==> config.mk <==
export PLATFORM = sky130hd
export DESIGN_NAME = jitter_elastic_store
export DESIGN_NICKNAME = d
export VERILOG_FILES = /design/src/rtl/jes_pkg.sv /design/src/rtl/jes_mode_ctrl.sv /design/src/rtl/jes_rate_nco.sv /design/src/rtl/jes_bit_store.sv /design/src/rtl/jitter_elastic_store.sv
export SDC_FILE = /design/constraint.sdc
export NUM_CORES = 1
export LEC_CHECK = 0
export BUFFER_PORTS_ARGS = -buffer_cell sky130_fd_sc_hd__buf_2
export CAP_MARGIN = 20
export CORE_MARGIN = 5
export CORE_UTILIZATION = 61
export DETAILED_ROUTE_END_ITERATION = 8
export GPL_ROUTABILITY_DRIVEN = 1
export PLACE_DENSITY = 0.86
export SLEW_MARGIN = 10
export SYNTH_ARGS = -nofsm -noshare
export SYNTH_HDL_FRONTEND = slang
export SYNTH_SLANG_ARGS = --single-unit
export TNS_END_PERCENT = 1
==> constraint.sdc <==
create_clock -name clk -period 10.9 [get_ports clk]
set_input_delay 1.09 -clock clk [delete_from_list [all_inputs] [get_ports clk]]
set_output_delay 1.09 -clock clk [all_outputs]
set_load 0.005 [all_outputs]
==> src/rtl/jes_pkg.sv <==
package jes_pkg;

  // next pointer value, wrapping at the active depth
  function automatic int wrap_inc(int p, int d);
    return (p + 1 >= d) ? 0 : p + 1;
  endfunction

  // loop gain shift: wide tracking wins, then T1, then E1 normal / reduced
  function automatic int loop_shift(logic e1, logic low, logic wide,
                                    int sh_t1, int sh_e1, int sh_low, int sh_wide);
    if (wide)       return sh_wide;
    else if (!e1)   return sh_t1;
    else if (low)   return sh_low;
    else            return sh_e1;
  endfunction

  // oscillator increment from fill error, clamped to [min_inc, max_inc]
  function automatic int rate_inc(int fill, int depth, int shift, int nom,
                                  int gain_log2, int min_inc, int max_inc);
    int err;
    int adj;
    int v;
    err = fill - depth / 2;
    adj = (err * (1 << gain_log2)) >>> shift;
    v = nom + adj;
    if (v < min_inc) v = min_inc;
    if (v > max_inc) v = max_inc;
    return v;
  endfunction

endpackage

==> src/rtl/jes_mode_ctrl.sv <==
module jes_mode_ctrl (
  input  logic clk,
  input  logic rst_n,
  input  logic deep_sel,
  input  logic line_e1,
  input  logic bw_low,
  output logic eff_deep,
  output logic init_evt,
  output logic resync
);
  logic cur_deep;
  logic pend;

  assign eff_deep = deep_sel | (line_e1 & bw_low);
  assign init_evt = pend | (eff_deep != cur_deep);

  always_ff @(posedge clk) begin
    if (!rst_n) begin
      cur_deep <= 1'b0;
      pend     <= 1'b1;
      resync   <= 1'b0;
    end else begin
      cur_deep <= eff_deep;
      pend     <= 1'b0;
      resync   <= init_evt;
    end
  end
endmodule

==> src/rtl/jes_rate_nco.sv <==
module jes_rate_nco #(
  parameter int ACC_W     = 16,
  parameter int FILL_W    = 7,
  parameter int MAX_DEPTH = 64,
  parameter int NOM_INC   = 8192,
  parameter int GAIN_LOG2 = 9,
  parameter int MIN_INC   = 512,
  parameter int SH_T1     = 4,
  parameter int SH_E1     = 5,
  parameter int SH_LOW    = 7,
  parameter int SH_WIDE   = 0
) (
  input  logic              clk,
  input  logic              rst_n,
  input  logic              run,
  input  logic              init_evt,
  input  logic              eff_deep,
  input  logic              line_e1,
  input  logic              bw_low,
  input  logic              wide,
  input  logic [FILL_W-1:0] fill,
  output logic              rd_tick
);
  localparam int MAX_INC = (1 << (ACC_W - 1)) - 1;

  logic [ACC_W-1:0] acc;
  logic [ACC_W-1:0] inc;
  logic [ACC_W:0]   sum;
  int               depth;
  int               shift;

  always_comb begin
    depth = eff_deep ? MAX_DEPTH : MAX_DEPTH / 2;
    shift = jes_pkg::loop_shift(line_e1, bw_low, wide, SH_T1, SH_E1, SH_LOW, SH_WIDE);
    inc   = ACC_W'(jes_pkg::rate_inc(int'(fill), depth, shift, NOM_INC,
                                     GAIN_LOG2, MIN_INC, MAX_INC));
    sum   = {1'b0, acc} + {1'b0, inc};
  end

  assign rd_tick = run & sum[ACC_W];

  always_ff @(posedge clk) begin
    if (!rst_n || init_evt) acc <= '0;
    else if (run)           acc <= sum[ACC_W-1:0];
  end
endmodule

==> src/rtl/jes_bit_store.sv <==
module jes_bit_store #(
  parameter int MAX_DEPTH = 64,
  parameter int WIN       = 2,
  parameter int FILL_W    = $clog2(MAX_DEPTH + 1)
) (
  input  logic              clk,
  input  logic              rst_n,
  input  logic              init_evt,
  input  logic              eff_deep,
  input  logic              run,
  input  logic              wr_en,
  input  logic              wr_bit,
  input  logic              rd_tick,
  output logic [FILL_W-1:0] fill,
  output logic [FILL_W-1:0] depth,
  output logic              wide,
  output logic              rd_do,
  output logic              rd_empty,
  output logic              wr_drop,
  output logic              q_bit,
  output logic              q_strobe,
  output logic              ovf,
  output logic              unf
);
  localparam int PTR_W = $clog2(MAX_DEPTH);

  logic [MAX_DEPTH-1:0] mem;
  logic [PTR_W-1:0]     wr_ptr;
  logic [PTR_W-1:0]     rd_ptr;
  logic [FILL_W-1:0]    half;
  logic                 wr_try;
  logic                 wr_take;
  logic                 rd_take;

  assign depth    = eff_deep ? FILL_W'(MAX_DEPTH) : FILL_W'(MAX_DEPTH / 2);
  assign half     = depth >> 1;
  assign wide     = (fill <= FILL_W'(WIN)) || (fill >= depth - FILL_W'(WIN));
  assign rd_do    = run & rd_tick;
  assign rd_empty = rd_do & (fill == '0);
  assign rd_take  = rd_do & (fill != '0);
  assign wr_try   = run & wr_en;
  assign wr_drop  = wr_try & (fill == depth);
  assign wr_take  = wr_try & ~wr_drop;

  always_ff @(posedge clk) begin
    if (!rst_n) begin
      mem      <= '0;
      wr_ptr   <= '0;
      rd_ptr   <= '0;
      fill     <= '0;
      q_bit    <= 1'b0;
      q_strobe <= 1'b0;
      ovf      <= 1'b0;
      unf      <= 1'b0;
    end else if (init_evt) begin
      mem      <= '0;
      wr_ptr   <= PTR_W'(half);
      rd_ptr   <= '0;
      fill     <= half;
      q_bit    <= 1'b0;
      q_strobe <= 1'b0;
      ovf      <= 1'b0;
      unf      <= 1'b0;
    end else begin
      q_strobe <= rd_do;
      if (rd_take) begin
        q_bit  <= mem[rd_ptr];
        rd_ptr <= PTR_W'(jes_pkg::wrap_inc(int'(rd_ptr), int'(depth)));
      end else if (rd_empty) begin
        q_bit  <= 1'b0;
      end
      if (wr_take) begin
        mem[wr_ptr] <= wr_bit;
        wr_ptr      <= PTR_W'(jes_pkg::wrap_inc(int'(wr_ptr), int'(depth)));
      end
      fill <= fill + FILL_W'(wr_take) - FILL_W'(rd_take);
      if (wr_drop)  ovf <= 1'b1;
      if (rd_empty) unf <= 1'b1;
    end
  end
endmodule

==> src/rtl/jitter_elastic_store.sv <==
module jitter_elastic_store #(
  parameter int MAX_DEPTH = 64,
  parameter int WIN       = 2,
  parameter int ACC_W     = 16,
  parameter int NOM_INC   = 8192,
  parameter int GAIN_LOG2 = 9,
  parameter int MIN_INC   = 512,
  parameter int SH_T1     = 4,
  parameter int SH_E1     = 5,
  parameter int SH_LOW    = 7,
  parameter int SH_WIDE   = 0,
  localparam int FILL_W   = $clog2(MAX_DEPTH + 1)
) (
  input  logic              clk,
  input  logic              rst_n,
  input  logic              line_e1,
  input  logic              bw_low,
  input  logic              deep_sel,
  input  logic              bypass,
  input  logic              wr_en,
  input  logic              wr_bit,
  output logic              out_bit,
  output logic              out_strobe,
  output logic              resync,
  output logic              wide_track,
  output logic [FILL_W-1:0] fill_level,
  output logic              ovf_flag,
  output logic              unf_flag
);
  logic              eff_deep;
  logic              init_evt;
  logic              run;
  logic              rd_tick;
  logic              rd_do;
  logic              rd_empty;
  logic              wr_drop;
  logic              q_bit;
  logic              q_strobe;
  logic [FILL_W-1:0] depth;

  assign run = ~init_evt & ~bypass;

  jes_mode_ctrl u_mode (
    .clk(clk), .rst_n(rst_n), .deep_sel(deep_sel), .line_e1(line_e1),
    .bw_low(bw_low), .eff_deep(eff_deep), .init_evt(init_evt), .resync(resync)
  );

  jes_rate_nco #(
    .ACC_W(ACC_W), .FILL_W(FILL_W), .MAX_DEPTH(MAX_DEPTH), .NOM_INC(NOM_INC),
    .GAIN_LOG2(GAIN_LOG2), .MIN_INC(MIN_INC), .SH_T1(SH_T1), .SH_E1(SH_E1),
    .SH_LOW(SH_LOW), .SH_WIDE(SH_WIDE)
  ) u_nco (
    .clk(clk), .rst_n(rst_n), .run(run), .init_evt(init_evt), .eff_deep(eff_deep),
    .line_e1(line_e1), .bw_low(bw_low), .wide(wide_track), .fill(fill_level),
    .rd_tick(rd_tick)
  );

  jes_bit_store #(.MAX_DEPTH(MAX_DEPTH), .WIN(WIN), .FILL_W(FILL_W)) u_store (
    .clk(clk), .rst_n(rst_n), .init_evt(init_evt), .eff_deep(eff_deep), .run(run),
    .wr_en(wr_en), .wr_bit(wr_bit), .rd_tick(rd_tick), .fill(fill_level),
    .depth(depth), .wide(wide_track), .rd_do(rd_do), .rd_empty(rd_empty),
    .wr_drop(wr_drop), .q_bit(q_bit), .q_strobe(q_strobe), .ovf(ovf_flag),
    .unf(unf_flag)
  );

  assign out_bit    = bypass ? wr_bit : q_bit;
  assign out_strobe = bypass ? wr_en  : q_strobe;
endmodule

# Word level (Yosys, flattened, before mapping)
# Cells that the tools add are included.
# word_totals
reg_bits,106
input_bits,8
wordCells,81
# op_classes
add_sub_neg,9
magnitude_cmp,9
eq_ne,2
shift,1
mux,22
n_bitwise,16
reduce_logical,9
# op_table
cell,n
$mux W32,3
$bwmux W64,1
$add A15 B32 Y32 const A,1
$gt A32 B16 Y1 const B,1
$lt A32 B11 Y1 const B,1
$sshr A32 B32 Y32,1
$mux W6,5
$sub A8 B23 Y23,1
$ge A7 B7 Y1,3
$add A16 B16 Y17,1
$mux W16,1
$add A6 B1 Y7 const B,2
$lt A6 B7 Y1 const B,2
$mux W7,2
$and A1 B1 Y1,9
$add A6 B1 Y7,1
$add A7 B1 Y7,1
$eq A7 B7 Y1,1
$le A7 B2 Y1 const B,1
$logic_not A7 Y1,1
$mux W1,7
$reduce_bool A7 Y1,1
$sub A7 B1 Y7,1
$sub A7 B2 Y7 const B,1
other kinds (13),19

# Depth between registers and ports, before layout
# Gate-level depths: netlist of the first run.
# depth
ltp_word,19
ltp_mapped,40
mapped_depth_nobuf,38

# By module
# A second synthesis of the first run with hierarchy kept.
# unflattened
cells_unflattened,862
hier_area_um2,7204.4
# modules_own_cells
module,instances,cells_each,area_per_inst_um2,seq_area_each_um2
jes_bit_store,1,570,4922.2,1741.7
jes_rate_nco,1,279,2125.8,320.3
jes_mode_ctrl,1,10,130.1,60.1
jitter_elastic_store,1,3,26.3,0.0

# Worst setup path before layout of the first run
# Ideal clock, no wire load.
# synth_path
path_kind,input-to-reg
startpoint,in line_e1
endpoint,reg u_store.fill[6]
t_arrival_ns,7.822
slack_ns,3.007
stages,39
cell_sequence,buf_4 a21oi_4 ha_1 inv_1 fa_1 inv_1 ha_1 inv_1 o211ai_1 a21boi_0 ha_1 mux4_2 a21oi_1 nor4_1 ha_1 nand2b_1 inv_1 ha_1 (+3 left out) a21oi_2 o311a_1 o21bai_1 a21oi_1 buf_2 nor2_1 ha_1 inv_1 ha_1 inv_1 fa_1 o21bai_1 a21oi_1 nor2_1 nor2_1 nor2_1 or3_1 a21oi_1
# synth_via
elab_chain_cells,18
# synth_rtl
element,line,text
"start, declared",jitter_elastic_store.sv:16,"input logic line_e1,"
branches (longest 15 deep; another with $add A15 B32 Y32),--,
$and A1 B1 Y1 *,jes_bit_store.sv:38,assign rd_do = run & rd_tick;
$and A1 B1 Y1 *,jes_bit_store.sv:40,assign rd_take = rd_do & (fill != '0);
named net u_store.rd_take,jes_bit_store.sv:33,logic rd_take;
$sub A7 B1 Y7 *,jes_bit_store.sv:76,fill <= fill + FILL_W'(wr_take) - FILL_W'(rd_take);
"end signal, assigned",jes_bit_store.sv:59,fill <= half;
"end signal, assigned",jes_bit_store.sv:76,
"end, declared",jes_bit_store.sv:14,"output logic [FILL_W-1:0] fill,"
# Mark *: on every way through the listed nets, which the timed path passes.
# A chain may end at the register's enable or synchronous reset.

# Final worst setup path of the first run
# Same ends and word-level chain as after synthesis.

==> results.yml, run 1 <==
run_status:
  outcome: "completed"
placed_design:
  dpl.hpwl_mm: 11.5
  io_buffers: 20
  placed_area_sq_um: 6880
  routabilityCongestion: 0.948
  placed_cells: 924
cts:
  cts_buffer_depth: 2
  cts_tree: "yes"
  post-cts-setup-buffers: 0
  hold_buffers: 0
  cts_buffers: 9
  root_buffer: "clkbuf_8"
  htree_num_levels: 3
  clk_pin_slew_ps: 110
  ctsResizeCount: 0
  worstSkewPairLatency_ps: 400
  clock-sinks: 106
worst_setup_path:
  worstPathMaxFanout: 18
  cpMaxStageDelayCell: "a21oi_1"
  worst_setup_path_start_kind: "input pin"
  worstSetupEndpointType: "flip-flop"
  cpPeakStageDelay_ps: 610
  required_ps: 11220
  crit_top_cell: "ha_1"
  criticalPathCategory: "input pin to flip-flop"
  crit_path_start: "line_e1"
  reg2reg_slack_ps: 2410
  rr_startpoint: "u_store.fill[3]"
  critPathArrivalTime_ps: 9370
detailed_routing:
  ant_nets: 0
  wl_mm: 16.0
  viasPerCell: 6.19
  wire_per_inst_um: 17.0
  dr.pass1.iters: 5
  drt_iter0_markers: 582
  vias: 5821
  drc_errors: 0
global_route:
  overflow: 0
  grt_pass1_wl_mm: 26.7
  grt_max_degree: 66
  grt_use_total: 0.248
  antenna_found_initial: 0
  grt_pass1_vias: 5668
final_layout:
  final_nets: 849
  final_area_sq_um: 7070
  n_antenna_cell: 0
  drive_above_1_share: 0.103
  area_delta_synth_final_pct: 4.03
  layout.cells.non_filler: 940
synthesis:
  yosys_warnings: 0
  synth-seq-area-share: 0.312
  avgSynthCellArea_sq_um: 8.39
  syn-cell-area_sq_um: 6800
  synth-edff-count: 0
  synth.distinct_cells: 65
  synth_cells: 810
  synthArstFlopShare: 0
  synth_nets: 864
  ys.flop_type: "dfxtp_1"
  synth.ff_latch_count: 106
sta:
  hold_violations: 0
  max_freq_ghz: 0.111
  tightest_slew_ps: 1040
  rsz0062_at_grt: "no"
  layout_min_cycle_time_ps: 9050
  finalSetupTns_ps: 0
  slew_viol_final: 0
  slew_headroom: 0.305
  setup_violations: 0
  skew_ps: 12.3
  post-route-period-util: 0.830
worst_hold_path:
  hp-class: "flip-flop to flip-flop"
  hold_path_startpoint: "u_store.mem[34]"
die:
  die_w_um: 116
  die_height_um: 116
  initial_core_util: 0.624
  pin_count: 21
  num_rows: 38
  core_sq_um: 10900
  dieArea_sq_um: 13400
power:
  ir_worst_vdd_mv: 0.110
  powerDensity_nw_per_um2: 123
  finalPower_mw: 0.872
  leakagePower_nw: 2.80
job:
  cap_violations: 0
==> kinds of logic after synthesis <==
group	share of synthesized area
flops	0.312
xor+xnor	0.0283
compound gates	0.156
fa+ha+maj	0.0880
simple gates	0.222
buf+inv	0.0464
mux	0.147
==> layout by cell type, fill, tap and decap left out, types with 8 or more instances in the layout <==
master    instances
a21o_1            9
a21oi_1          75
buf_2            20
clkbuf_8          9
dfxtp_1         106
ha_1             43
inv_1            19
mux2i_1          46
mux4_2           19
nand2_1          98
nand3_1          15
nor2_1          137
o21ai_0          51
o31ai_1          10
or3_1             8
xnor2_1          16
==> cell type report <==
class | count | area, sq um
tap | 140 | 175
timing repair buffer | 24 | 130
multi-input combinational | 632 | 4360
fill | 870 | 3820
clock inverter | 7 | 70.1
clock buffer | 9 | 124
sequential | 106 | 2120
inverter | 22 | 87.6
==> layer usage <==
| metal | part of all wire | routed length [um] | global-route usage |
|---|---|---|---|
| met4 | 0.031 | 488 | 0.103 |
| met2 | 0.51 | 8130 | 0.445 |
| met3 | 0.058 | 933 | 0.0486 |
| met5 | 0 | 0 | 0 |
| met1 | 0.40 | 6420 | 0.287 |
==> state kept, by name (all words and copies together), names as in the netlist, 6 cells and up <==
register,count
u_nco.acc,16
u_store.fill,7
u_store.rd_ptr,6
u_store.wr_ptr,6
u_store.mem,64
==> critical path: cells and delay by family <==
family                     cells  cell delay (ps)
buffers and inverters          7              670
muxes                          1              310
adders and majority gates     10             3060
and+or+nand+nor                7              980
AOI/OAI and AO/OA             13             3260
==> cell usage after synthesis, types with 3 or more instances <==
| library cell | n | area share |
|---|---|---|
| a21oi_1 | 75 | 0.055 |
| nor3b_1 | 5 | 0.0055 |
| or3_1 | 8 | 0.0074 |
| o21bai_1 | 4 | 0.0044 |
| o31ai_1 | 10 | 0.011 |
| nand2_1 | 99 | 0.055 |
| nand3b_1 | 4 | 0.0044 |
| a31oi_1 | 4 | 0.0037 |
| xnor2_1 | 16 | 0.021 |
| mux4_2 | 19 | 0.063 |
| fa_1 | 3 | 0.0088 |
| mux4_1 | 3 | 0.012 |
| nor3_1 | 7 | 0.0052 |
| a211oi_1 | 7 | 0.0077 |
| mux2_2 | 3 | 0.0050 |
| nor2b_1 | 3 | 0.0028 |
| xor2_1 | 6 | 0.0077 |
| a21o_1 | 9 | 0.0099 |
| nand3_1 | 15 | 0.011 |
| ha_1 | 43 | 0.079 |
| dfxtp_1 | 106 | 0.31 |
| nand4_1 | 4 | 0.0037 |
| nor2_1 | 137 | 0.076 |
| mux2i_1 | 46 | 0.068 |
| o211ai_1 | 6 | 0.0066 |
| clkbuf_1 | 35 | 0.019 |
| buf_4 | 6 | 0.0066 |
| buf_2 | 8 | 0.0059 |
| inv_1 | 19 | 0.010 |
| o21ai_0 | 51 | 0.038 |
| nand2b_1 | 5 | 0.0046 |
==> report_power, final <==
group	total (mW)	internal, mW	switching (mW)
Combinational	0.229	0.0885	0.140
Sequential	0.400	0.392	0.00800
Clock	0.243	0.0903	0.153
Total	0.872	0.571	0.301
==> final timing paths <==
path | to | cells after the start
worst min register to register | u_store.mem[34] | 2
worst min-delay path | u_store.mem[34] | 2
worst max register to register | u_store.fill[6] | 36
worst max-delay path | u_store.fill[6] | 38
==> stage by stage <==
step,hold slack (ps),worst slack (ps),utilization
final,481,1850,0.649
after global routing,504,1180,0.649
after CTS,483,1960,0.649
after detailed placement,467,1570,0.632
after global placement,453,1890,0.632
after floorplan,449,3010,-
Note: power is estimated with default switching activity, not from simulation.
==> run 2: changes to the inputs <==
Clock period 10.9 ns to 8.5 ns, I/O delays scaled along.
==> results.yml, run 2 (same netlist as run 1, synthesis figures left out) <==
worst_setup_path:
  rr_startpoint: "u_store.fill[3]"
  worst_setup_path_start_kind: "input pin"
  cp.depth: 38
  worstPathMaxFanout: 18
  endpoint: "u_store.fill[6]"
  criticalPathCategory: "input pin to flip-flop"
  rr_endpoint: "u_store.fill[6]"
  worstSetupEndpointType: "flip-flop"
  ff2ff_path_depth: 37
  required_ps: 8830
  critPathArrivalTime_ps: 8230
  crit_top_cell: "ha_1"
  crit_family: "adder cells"
  cpMaxStageDelayCell: "fa_1"
  crit_path_start: "line_e1"
  cpPeakStageDelay_ps: 410
  reg2reg_slack_ps: 870
  crit_buf_inv: 7
detailed_routing:
  viasPerCell: 6.24
  ant_nets: 0
  drt_iter0_markers: 590
  wire_per_inst_um: 16.5
  drc_errors: 0
  wl_mm: 15.6
  dr.pass1.iters: 6
  vias: 5900
sta:
  slew_headroom: 0.303
  layout_setup_ws_ps: 602
  tightest_slew_ps: 1040
  max_freq_ghz: 0.127
  hold_violations: 0
  rsz0062_at_grt: "no"
  post-route-period-util: 0.929
  finalSetupTns_ps: 0
  layout_min_cycle_time_ps: 7900
  skew_ps: 11.6
  slew_viol_final: 0
  setup_violations: 0
power:
  powerDensity_nw_per_um2: 161
  seqPwrFrac: 0.448
  ir_worst_vdd_mv: 0.162
  p_comb_frac: 0.259
  clockPowerShare: 0.293
  leakagePower_nw: 2.83
  internal-power_mw: 0.763
  power_switching_mw: 0.384
  finalPower_mw: 1.15
  switching_share: 0.335
placed_design:
  placed_cells: 929
  place_ws_ps: 443
  placed_area_sq_um: 6910
  routabilityCongestion: 0.942
  io_buffers: 20
  dpl.hpwl_mm: 10.9
final_layout:
  final_area_sq_um: 7130
  drive_above_1_share: 0.107
  fillers: 861
  final_cell_mix: "nor2_1 (137), dfxtp_1 (106), nand2_1 (98)"
  final_nets: 854
  largest_register: "u_store.mem"
  top_regs: "u_store.mem: 64 flops, u_nco.acc: 16 flops, u_store.fill: 7 flops"
  final_common_cell: "nor2_1"
  layout.cells.non_filler: 945
  n_antenna_cell: 0
  largest_reg_flops: 64
  area_delta_synth_final_pct: 4.84
cts:
  clk_pin_slew_ps: 110
  ctsResizeCount: 0
  cts_tree: "yes"
  post-cts-setup-buffers: 0
  root_buffer: "clkbuf_8"
  hold_buffers: 0
  worstSkewPairLatency_ps: 400
  htree_num_levels: 3
  clock-sinks: 106
  cts_buffer_depth: 2
  cts_buffers: 9
die:
  dieArea_sq_um: 13400
  num_rows: 38
  pin_count: 21
  initial_core_util: 0.624
  die_w_um: 116
  die_height_um: 116
  core_sq_um: 10900
global_route:
  grtUsageMet3: 0.0423
  grt_busiest_layer: "met2"
  overflow: 0
  met1_usage: 0.295
  grt_use_total: 0.240
  grt_max_degree: 94
  grt_pass1_vias: 5595
  antenna_found_initial: 0
  met2_usage: 0.411
  grt_pass1_wl_mm: 25.8
worst_hold_path:
  hp-class: "flip-flop to flip-flop"
job:
  cap_violations: 0
run_status:
  outcome: "completed"
-- run 2: cell types whose count changed in the layout (fill, tap and decap cells not counted) --
cell       previous run  this run
buf_4                 4         9
clkinv_4              0         2
inv_6                 4         2
bufinv_16             0         1
clkbuf_1              0         1
clkinv_2              1         0
inv_8                 2         1
-- run 2: cell type report --
type | instances | area [sq um] | area share
Timing Repair Buffer | 29 | 168 | 0.0235
Clock buffer | 10 | 128 | 0.0179
Tap cell | 140 | 175 | 0.0246
Sequential cell | 106 | 2120 | 0.298
Multi-Input combinational cell | 632 | 4360 | 0.612
Inverter | 22 | 87.6 | 0.0123
Clock inverter | 6 | 83.8 | 0.0118
-- run 2: power by group through the flow --
stage,sequential [mW],combinational [mW],clock (mW)
final,0.513,0.297,0.336
after global routing,0.514,0.332,0.359
after CTS,0.513,0.293,0.342
after detailed placement,0.525,0.291,0
after global placement,0.524,0.281,0
after floorplan,0.519,0.235,0
-- run 2: worst min path at each step --
stage,start,endpoint,slack [ps],depth (start not counted)
final,u_store.mem[40],u_store.mem[40],480,2
after global routing,u_store.mem[62],u_store.mem[62],500,2
after CTS,u_store.mem[57],u_store.mem[57],480,2
after detailed placement,u_store.mem[55],u_store.mem[55],470,2
after global placement,u_store.ovf,u_store.ovf,450,2
after floorplan,u_store.mem[49],u_store.mem[49],450,2
-- run 2: per-stage QoR --
stage / hold slack [ps] / utilization
after global placement: 453 / 0.635
final: 481 / 0.654
after floorplan: 449 / -
after detailed placement: 467 / 0.635
after CTS: 481 / 0.654
after global routing: 496 / 0.654
-- run 2: worst reg2reg max path: cells and delay by family (launching register included) --
kind / cells / cell delay [ps]
AO/OA/AOI/OAI: 12 / 2430
multiplexers: 1 / 210
adder cells (fa/ha/maj): 8 / 2130
flip-flops: 1 / 570
buffers and inverters: 6 / 750
AND/OR/NAND/NOR: 10 / 1470
-- run 2: per-layer routing --
layer  routed length [um]  part of all wire
met1                 6590              0.42
met2                 7630              0.49
met3                  884             0.057
met4                  465             0.030
met5                    0                 0
